--- config.mk ---
export PLATFORM = sky130hd
export DESIGN_NAME = uart_even_tx
export DESIGN_NICKNAME = d
export VERILOG_FILES = /design/src/rtl/uart_tx_pkg.sv /design/src/rtl/ser_bit_timer.sv /design/src/rtl/ser_frame_fsm.sv /design/src/rtl/ser_shift_path.sv /design/src/rtl/uart_even_tx.sv
export SDC_FILE = /design/constraint.sdc
export NUM_CORES = 1
export LEC_CHECK = 0
export BUFFER_PORTS_ARGS = -buffer_cell sky130_fd_sc_hd__buf_2
export CAP_MARGIN = 5
export CELL_PAD_IN_SITES_DETAIL_PLACEMENT = 1
export CELL_PAD_IN_SITES_GLOBAL_PLACEMENT = 2
export CORE_UTILIZATION = 38
export DETAILED_ROUTE_END_ITERATION = 12
export PLACE_DENSITY = 0.86
export SKIP_LAST_GASP = 1
export SLEW_MARGIN = 20
export SYNTH_ARGS = -nofsm -noshare
export SYNTH_HDL_FRONTEND = slang
export SYNTH_SLANG_ARGS = --single-unit
export TNS_END_PERCENT = 10
--- constraint.sdc ---
create_clock -name clk -period 3.11 [get_ports clk]
set_input_delay 0.622 -clock clk [delete_from_list [all_inputs] [get_ports clk]]
set_output_delay 0.622 -clock clk [all_outputs]
set_load 0.1 [all_outputs]
--- src/rtl/uart_tx_pkg.sv ---
package uart_tx_pkg;
  typedef enum logic [2:0] {
    ST_IDLE   = 3'd0,
    ST_START  = 3'd1,
    ST_DATA   = 3'd2,
    ST_PARITY = 3'd3,
    ST_STOP   = 3'd4
  } frame_state_t;
endpackage

--- src/rtl/ser_bit_timer.sv ---
// Counts oversampling pulses inside a bit; flags the last pulse of each bit.
module ser_bit_timer #(
  parameter int OVERSAMPLE = 16,
  localparam int CNT_W = (OVERSAMPLE > 1) ? $clog2(OVERSAMPLE) : 1
) (
  input  logic             clk,
  input  logic             rst,
  input  logic             active,
  input  logic             tick_en,
  output logic [CNT_W-1:0] cnt_q,
  output logic             bit_end
);
  localparam logic [CNT_W-1:0] LAST = CNT_W'(OVERSAMPLE - 1);

  assign bit_end = active && tick_en && (cnt_q == LAST);

  always_ff @(posedge clk) begin
    if (rst || !active) begin
      cnt_q <= '0;
    end else if (tick_en) begin
      cnt_q <= (cnt_q == LAST) ? '0 : cnt_q + 1'b1;
    end
  end
endmodule

--- src/rtl/ser_frame_fsm.sv ---
// Frame sequencer: start, data bits, parity, stop.
module ser_frame_fsm
  import uart_tx_pkg::*;
#(
  parameter int DATA_W = 8,
  localparam int IDX_W = (DATA_W > 1) ? $clog2(DATA_W) : 1
) (
  input  logic         clk,
  input  logic         rst,
  input  logic         load,
  input  logic         bit_end,
  output frame_state_t state_q,
  output frame_state_t state_d,
  output logic         accept,
  output logic         shift_en,
  output logic         finish
);
  localparam logic [IDX_W-1:0] LAST_IDX = IDX_W'(DATA_W - 1);

  logic [IDX_W-1:0] idx_q;

  assign accept   = (state_q == ST_IDLE) && load;
  assign shift_en = (state_q == ST_DATA) && bit_end;
  assign finish   = (state_q == ST_STOP) && bit_end;

  always_comb begin
    state_d = state_q;
    unique case (state_q)
      ST_IDLE:   if (load)    state_d = ST_START;
      ST_START:  if (bit_end) state_d = ST_DATA;
      ST_DATA:   if (bit_end && idx_q == LAST_IDX) state_d = ST_PARITY;
      ST_PARITY: if (bit_end) state_d = ST_STOP;
      ST_STOP:   if (bit_end) state_d = ST_IDLE;
      default:                state_d = ST_IDLE;
    endcase
  end

  always_ff @(posedge clk) begin
    if (rst) begin
      state_q <= ST_IDLE;
      idx_q   <= '0;
    end else begin
      state_q <= state_d;
      if (accept)        idx_q <= '0;
      else if (shift_en) idx_q <= idx_q + 1'b1;
    end
  end
endmodule

--- src/rtl/ser_shift_path.sv ---
// Shift register holding the frame's data; parity is captured at load time.
module ser_shift_path #(
  parameter int DATA_W = 8
) (
  input  logic              clk,
  input  logic              rst,
  input  logic              accept,
  input  logic              shift_en,
  input  logic [DATA_W-1:0] din,
  output logic              next_lsb,
  output logic              parity_q
);
  logic [DATA_W-1:0] sr_q;

  // Value the line takes after this cycle while in the data phase.
  assign next_lsb = shift_en ? sr_q[1] : sr_q[0];

  always_ff @(posedge clk) begin
    if (rst) begin
      sr_q     <= '0;
      parity_q <= 1'b0;
    end else if (accept) begin
      sr_q     <= din;
      parity_q <= ^din;
    end else if (shift_en) begin
      sr_q <= {1'b0, sr_q[DATA_W-1:1]};
    end
  end
endmodule

--- src/rtl/uart_even_tx.sv ---
module uart_even_tx
  import uart_tx_pkg::*;
#(
  parameter int DATA_W     = 8,
  parameter int OVERSAMPLE = 16,
  localparam int CNT_W = (OVERSAMPLE > 1) ? $clog2(OVERSAMPLE) : 1
) (
  input  logic              clk,
  input  logic              rst,
  input  logic              tick_en,
  input  logic              load,
  input  logic [DATA_W-1:0] tx_data,
  output logic              txd,
  output logic              transmitted
);
  frame_state_t     fsm_state, fsm_next;
  logic             accept, shift_en, finish, bit_end;
  logic             next_lsb, parity_q;
  logic [CNT_W-1:0] tick_cnt;
  logic             txd_d;

  ser_bit_timer #(.OVERSAMPLE(OVERSAMPLE)) timer_i (
    .clk(clk), .rst(rst), .active(fsm_state != ST_IDLE),
    .tick_en(tick_en), .cnt_q(tick_cnt), .bit_end(bit_end)
  );

  ser_frame_fsm #(.DATA_W(DATA_W)) fsm_i (
    .clk(clk), .rst(rst), .load(load), .bit_end(bit_end),
    .state_q(fsm_state), .state_d(fsm_next), .accept(accept),
    .shift_en(shift_en), .finish(finish)
  );

  ser_shift_path #(.DATA_W(DATA_W)) path_i (
    .clk(clk), .rst(rst), .accept(accept), .shift_en(shift_en),
    .din(tx_data), .next_lsb(next_lsb), .parity_q(parity_q)
  );

  always_comb begin
    unique case (fsm_next)
      ST_START:  txd_d = 1'b0;
      ST_DATA:   txd_d = next_lsb;
      ST_PARITY: txd_d = parity_q;
      default:   txd_d = 1'b1;
    endcase
  end

  always_ff @(posedge clk) begin
    if (rst) begin
      txd         <= 1'b1;
      transmitted <= 1'b0;
    end else begin
      txd <= txd_d;
      if (accept)      transmitted <= 1'b0;
      else if (finish) transmitted <= 1'b1;
    end
  end
endmodule

# --- After elaboration in Yosys (flattened, before gate mapping) ---
# Index checks and enable logic that the tools add are counted.
# Widths: inputs -> output; s select.
op_classes:
  eq_ne: 9
  mux: 11
  n_addsub: 2
  reduce_logical: 13
op_table:
  columns: ["cell", "n"]
  rows:
  - ["$mux 8", 2]
  - ["$mux 3", 5]
  - ["$pmux 3 s5", 1]
  - ["$eq 3x2->1 const B", 4]
  - ["$reduce_xor 8->1", 1]
  - ["$eq 3x1->1 const B", 2]
  - ["$eq 3x3->1 const B", 2]
  - ["$logic_and 1x1->1", 6]
  - ["$add 4x1->4 const B", 1]
  - ["$eq 4x4->1 const B", 1]
  - ["$mux 4", 1]
  - ["$add 3x1->3 const B", 1]
  - ["$logic_not 3->1", 1]
  - ["$pmux 1 s3", 1]
  - ["$reduce_bool 3->1", 1]
  - ["$reduce_bool 2->1", 1]
  - ["$reduce_or 2->1", 1]
  - ["$logic_not 1->1", 1]
  - ["$logic_or 1x1->1", 1]
  - ["$mux 1", 1]
totals:
  register_bits: 21
  input_bits: 12
  out_inout_bits: 2

# --- Depth between registers and ports, before layout ---
logic_depth:
  ltp_word: 8
  ltp_mapped: 6

# --- Modules after synthesis ---
# Synthesis repeated with hierarchy kept, for this count alone.
hier_totals:
  hier_cells: 115
  hier_area_um2: 1036.0
modules_own_cells:
  columns: ["mod", "n_inst", "area_each_um2", "cells_each", "seq_area_each_um2"]
  rows:
  - ["ser_shift_path", 1, 452.9, 53, 180.2]
  - ["ser_frame_fsm", 1, 316.6, 33, 120.1]
  - ["ser_bit_timer", 1, 188.9, 20, 80.1]
  - ["uart_even_tx", 1, 77.6, 9, 40.0]

# --- Least setup slack after synthesis ---
# Ideal clock, no wire load.
synth_timing:
  path_kind: "input to register"
  start: "in load"
  end: "reg path_i.sr_q[1]"
  cell_stages: 6
  arrival_ps: 1611
  path_slack_ps: 1359
  required_time_ps: 2970
  setup_time_ps: 140
  n_path_buf: 2
  cell_sequence: "or3b_1 or2_1 buf_6 buf_6 nor2_1 a211oi_2"
synth_between:
  elab_chain_len: 2
  elab_cells_between_ends: 3
  cone_classes: "1 x mux; 2 x reduce/logical"
synth_lines:
  columns: ["item", "line", "text"]
  rows:
  - ["start: declaration", "uart_even_tx.sv:11", "input logic load,"]
  - ["$logic_and 1x1->1 (*)", "ser_frame_fsm.sv:22", "assign accept = (state_q == ST_IDLE) && load;"]
  - ["$mux 8 / $reduce_bool 2->1 (equally long branches)", null, null]
  - ["end signal: assignment", "ser_shift_path.sv:23", "sr_q <= din;"]
  - ["end signal: assignment", "ser_shift_path.sv:26", "sr_q <= {1'b0, sr_q[DATA_W-1:1]};"]
  - ["end: declaration", "ser_shift_path.sv:13", "logic [DATA_W-1:0] sr_q;"]
# Every way passes the cells marked *; elsewhere a longest branch is shown, timed or not.
# A chain may end at the register's enable or synchronous reset.

# --- Final worst setup path ---
layout_timing:
  start: "reg fsm_i.state_q[1]"
  end: "reg path_i.sr_q[5]"
layout_between:
  elab_chain_len: 5
  elab_cells_between_ends: 9
  cone_classes: "1 x eq/ne; 1 x mux; 7 x reduce/logical"
layout_lines:
  columns: ["item", "line", "text"]
  rows:
  - ["start: declaration", "ser_frame_fsm.sv:12", "output frame_state_t state_q,"]
  - ["start signal: assignment", "ser_frame_fsm.sv:43", "state_q <= state_d;"]
  - ["$reduce_bool 3->1", "uart_even_tx.sv:23", ".clk(clk), .rst(rst), .active(fsm_state != ST_IDLE),"]
  - ["$logic_and 1x1->1 (2 in a row)", "ser_bit_timer.sv:15", "assign bit_end = active && tick_en && (cnt_q == LAST);"]
  - ["$logic_and 1x1->1", "ser_frame_fsm.sv:23", "assign shift_en = (state_q == ST_DATA) && bit_end;"]
  - ["$reduce_bool 2->1 (no source line)", null, null]
# Parallel ways exist; a longest one is shown, timed or not.

==> run metrics <==
outcome finished clean; Avg Cell Area, Syn 9.95 um^2; CP startpoint kind flip-flop; # nets final 134; initial core utilization 41.5%; H-tree depth 1; Clock power frac 26.6%; RePlAce Congestion 0.641; fin area 1150 um^2; input/output buffers 13; Total Power 0.492 mW; Final WS setup 1.35 ns; Die Span X 54.9 um; CP arrival 1.94 ns; cts-stage hold buffer count 0; headroom to the max-slew limit 59.6%; TritonRoute pass-1 iters 4; critical-path maximum fanout 15; Sw Pwr 0.132 mW; Ports 14; register area share after synthesis 39.5%; largest net degree at the start of global routing 17; routed len/inst 14.2 um; gr usage total 16.4%; kind of critical path flip-flop to flip-flop; Slew @ Worst Pin 0.607 ns; PD cells 428 nW/um^2; vias per cell 5.49; Combinational Power Share 14.9%; Seq cells post-synth 21; setup slack at placement 1.11 ns; GR Overflow Total 0; clk buf depth 2; Synth Cell Area 1060 um^2; synthesis-to-layout area growth 7.99%; first-pass GRT wire length 3.44 mm; number of remaining DRC errors 0; Slew Limit Fails 0; Pleak 0.510 nW; Final period util 56.7%; fillcell total 314; initial antenna violation count 0; post-cts resize count 0; Final min period 1.76 ns; Critical Path Sink Type flip-flop; iteration-0 DRC count of the detailed router 8; share of cells above drive strength 1 23.7%; Worst Path Required 3.29 ns; Synth Net Count 122; CTS tree yes; P_int 0.360 mW; hold crit path type flip-flop to flip-flop; Routed Antenna Nets 0; die extent in y 54.9 um; core box area 2570 um^2; post-DP HPWL 1.57 mm; number of global-route vias before repair 792; Worst-Skew Late Latency 0.31 ns; Setup Buffers After CTS 0; die area 3020 um^2; Placed Area 1120 um^2; Post-Syn Instances 107; number of max-cap violations 0; Final Setup Violations 0; peak supply drop 0.275 mV; RSZ-0062 raised after global routing false; via count of the routed design 813; Unique masters post-synth 28; clk slew on worst S/H paths 0.11 ns; Cell Rows 18; synth warn 0; Post-Layout Cell Count 148; Seq pwr share 58.5%; Sw Ratio 26.9%; max frequency 0.567 GHz; Clock Skew 0.00337 ns; Final TNS setup 0 ns; final WL 2.10 mm; # diodes 0; Root Buffer clkbuf_4; Post-Place Cells 144; CTS buffer count 3; Fin. Hold Viols 0; clock sinks 21
synthesized netlist by cell type, drive strengths merged:
library cell | instances | area [um^2]
buf | 4 | 41.3
nand4b | 2 | 17.5
nand4 | 2 | 18.8
xor2 | 3 | 26.3
a2111oi | 1 | 8.76
a32oi | 1 | 8.76
o21ai | 3 | 15.0
a211oi | 8 | 100
or2 | 1 | 6.26
a311oi | 1 | 8.76
nand2 | 3 | 11.3
clkbuf | 3 | 11.3
and4 | 1 | 11.3
a21oi | 4 | 20.0
nor3 | 6 | 30.0
or3b | 1 | 8.76
xnor2 | 8 | 70.1
nand3 | 2 | 10.0
inv | 2 | 7.51
nor2 | 13 | 48.8
or3 | 2 | 12.5
dfxtp | 21 | 420
o31ai | 1 | 7.51
ha | 3 | 37.5
mux2i | 10 | 100
nor2b | 1 | 6.26
stage by stage:
| stage | hold slack, ns | utilization (%) |
|---|---|---|
| 2_1_floorplan | 0.447 | - |
| 3_3_place_gp | 0.478 | 43.7 |
| 3_5_place_dp | 0.485 | 43.7 |
| 4_1_cts | 0.503 | 44.8 |
| 5_1_grt | 0.525 | 44.8 |
| 6_report | 0.494 | 44.8 |
power groups by stage:
| stage | Clock [mW] | Combinational (mW) | Sequential [mW] |
|---|---|---|---|
| 6_report | 0.131 | 0.0734 | 0.288 |
| 4_1_cts | 0.138 | 0.0747 | 0.288 |
| 5_1_grt | 0.150 | 0.0814 | 0.289 |
| 3_3_place_gp | 0 | 0.0725 | 0.293 |
| 2_1_floorplan | 0 | 0.0524 | 0.298 |
| 3_5_place_dp | 0 | 0.0744 | 0.294 |
worst paths after layout:
| kind | endpoint | slack (ns) | startpoint | cells past startpoint |
|---|---|---|---|---|
| setup / recovery | path_i.sr_q[5]$_SDFFE_PP0P_ | 1.35 | fsm_i.state_q[1]$_SDFF_PP0_ | 4 |
| setup reg to reg | path_i.sr_q[5]$_SDFFE_PP0P_ | 1.35 | fsm_i.state_q[1]$_SDFF_PP0_ | 4 |
| hold reg to reg | transmitted$_SDFFE_PP0P_ | 0.49 | transmitted$_SDFFE_PP0P_ | 2 |
| hold / removal | transmitted$_SDFFE_PP0P_ | 0.49 | transmitted$_SDFFE_PP0P_ | 2 |
sequential cells by signal, summed over array words and instances (netlist names):
name,count
txd,1
fsm_i.idx_q,3
timer_i.cnt_q,4
path_i.sr_q,8
path_i.parity_q,1
fsm_i.state_q,3
transmitted,1
layer usage:
layer	global-route usage (%)	wire length, um	vias to the layer above
met2	29.1	1010	13
met3	5.74	66	2
met5	0	0	-
met1	18.3	1010	389
met4	5.00	15	0
li1	-	-	409
logic make-up (layout without fill, tap and decap cells):
group           count (synthesis)  in the layout  synth area share (%)
simple gates                   34             34                  17.0
flops                          21             21                  39.5
compound gates                 19             19                  15.9
xor+xnor                       11             11                  9.05
mux                            10             10                  9.40
buf+inv                         9             20                  5.64
fa+ha+maj                       3              3                  3.53
worst max-delay path, stage by stage (launching register included):
cell      delay, ns
dfxtp_1        0.42
or3b_1         0.46
or2_1          0.46
nor2_1         0.23
a211oi_2       0.06
cell usage in the layout (no fill, tap or decap), types with 3 or more instances in the layout:
| cell type | netlist | layout |
|---|---|---|
| a211oi_2 | 8 | 8 |
| a21oi_1 | 4 | 4 |
| buf_2 | 0 | 13 |
| clkbuf_4 | 0 | 3 |
| dfxtp_1 | 21 | 21 |
| ha_1 | 3 | 3 |
| mux2i_1 | 10 | 10 |
| nand2_1 | 3 | 3 |
| nor2_1 | 13 | 13 |
| nor3_1 | 6 | 6 |
| o21ai_0 | 3 | 3 |
| xnor2_1 | 8 | 8 |
| xor2_1 | 3 | 3 |
cell type report:
type | count | area, um^2 | area share (%)
Multi-Input combinational cell | 77 | 584 | 50.8
Sequential cell | 21 | 420 | 36.6
Timing Repair Buffer | 14 | 72.6 | 6.31
Tap cell | 30 | 37.5 | 3.26
Clock buffer | 3 | 22.5 | 1.96
Inverter | 2 | 7.51 | 0.653
Clock inverter | 1 | 5.00 | 0.435
Note: power is estimated with default switching activity, not from simulation.
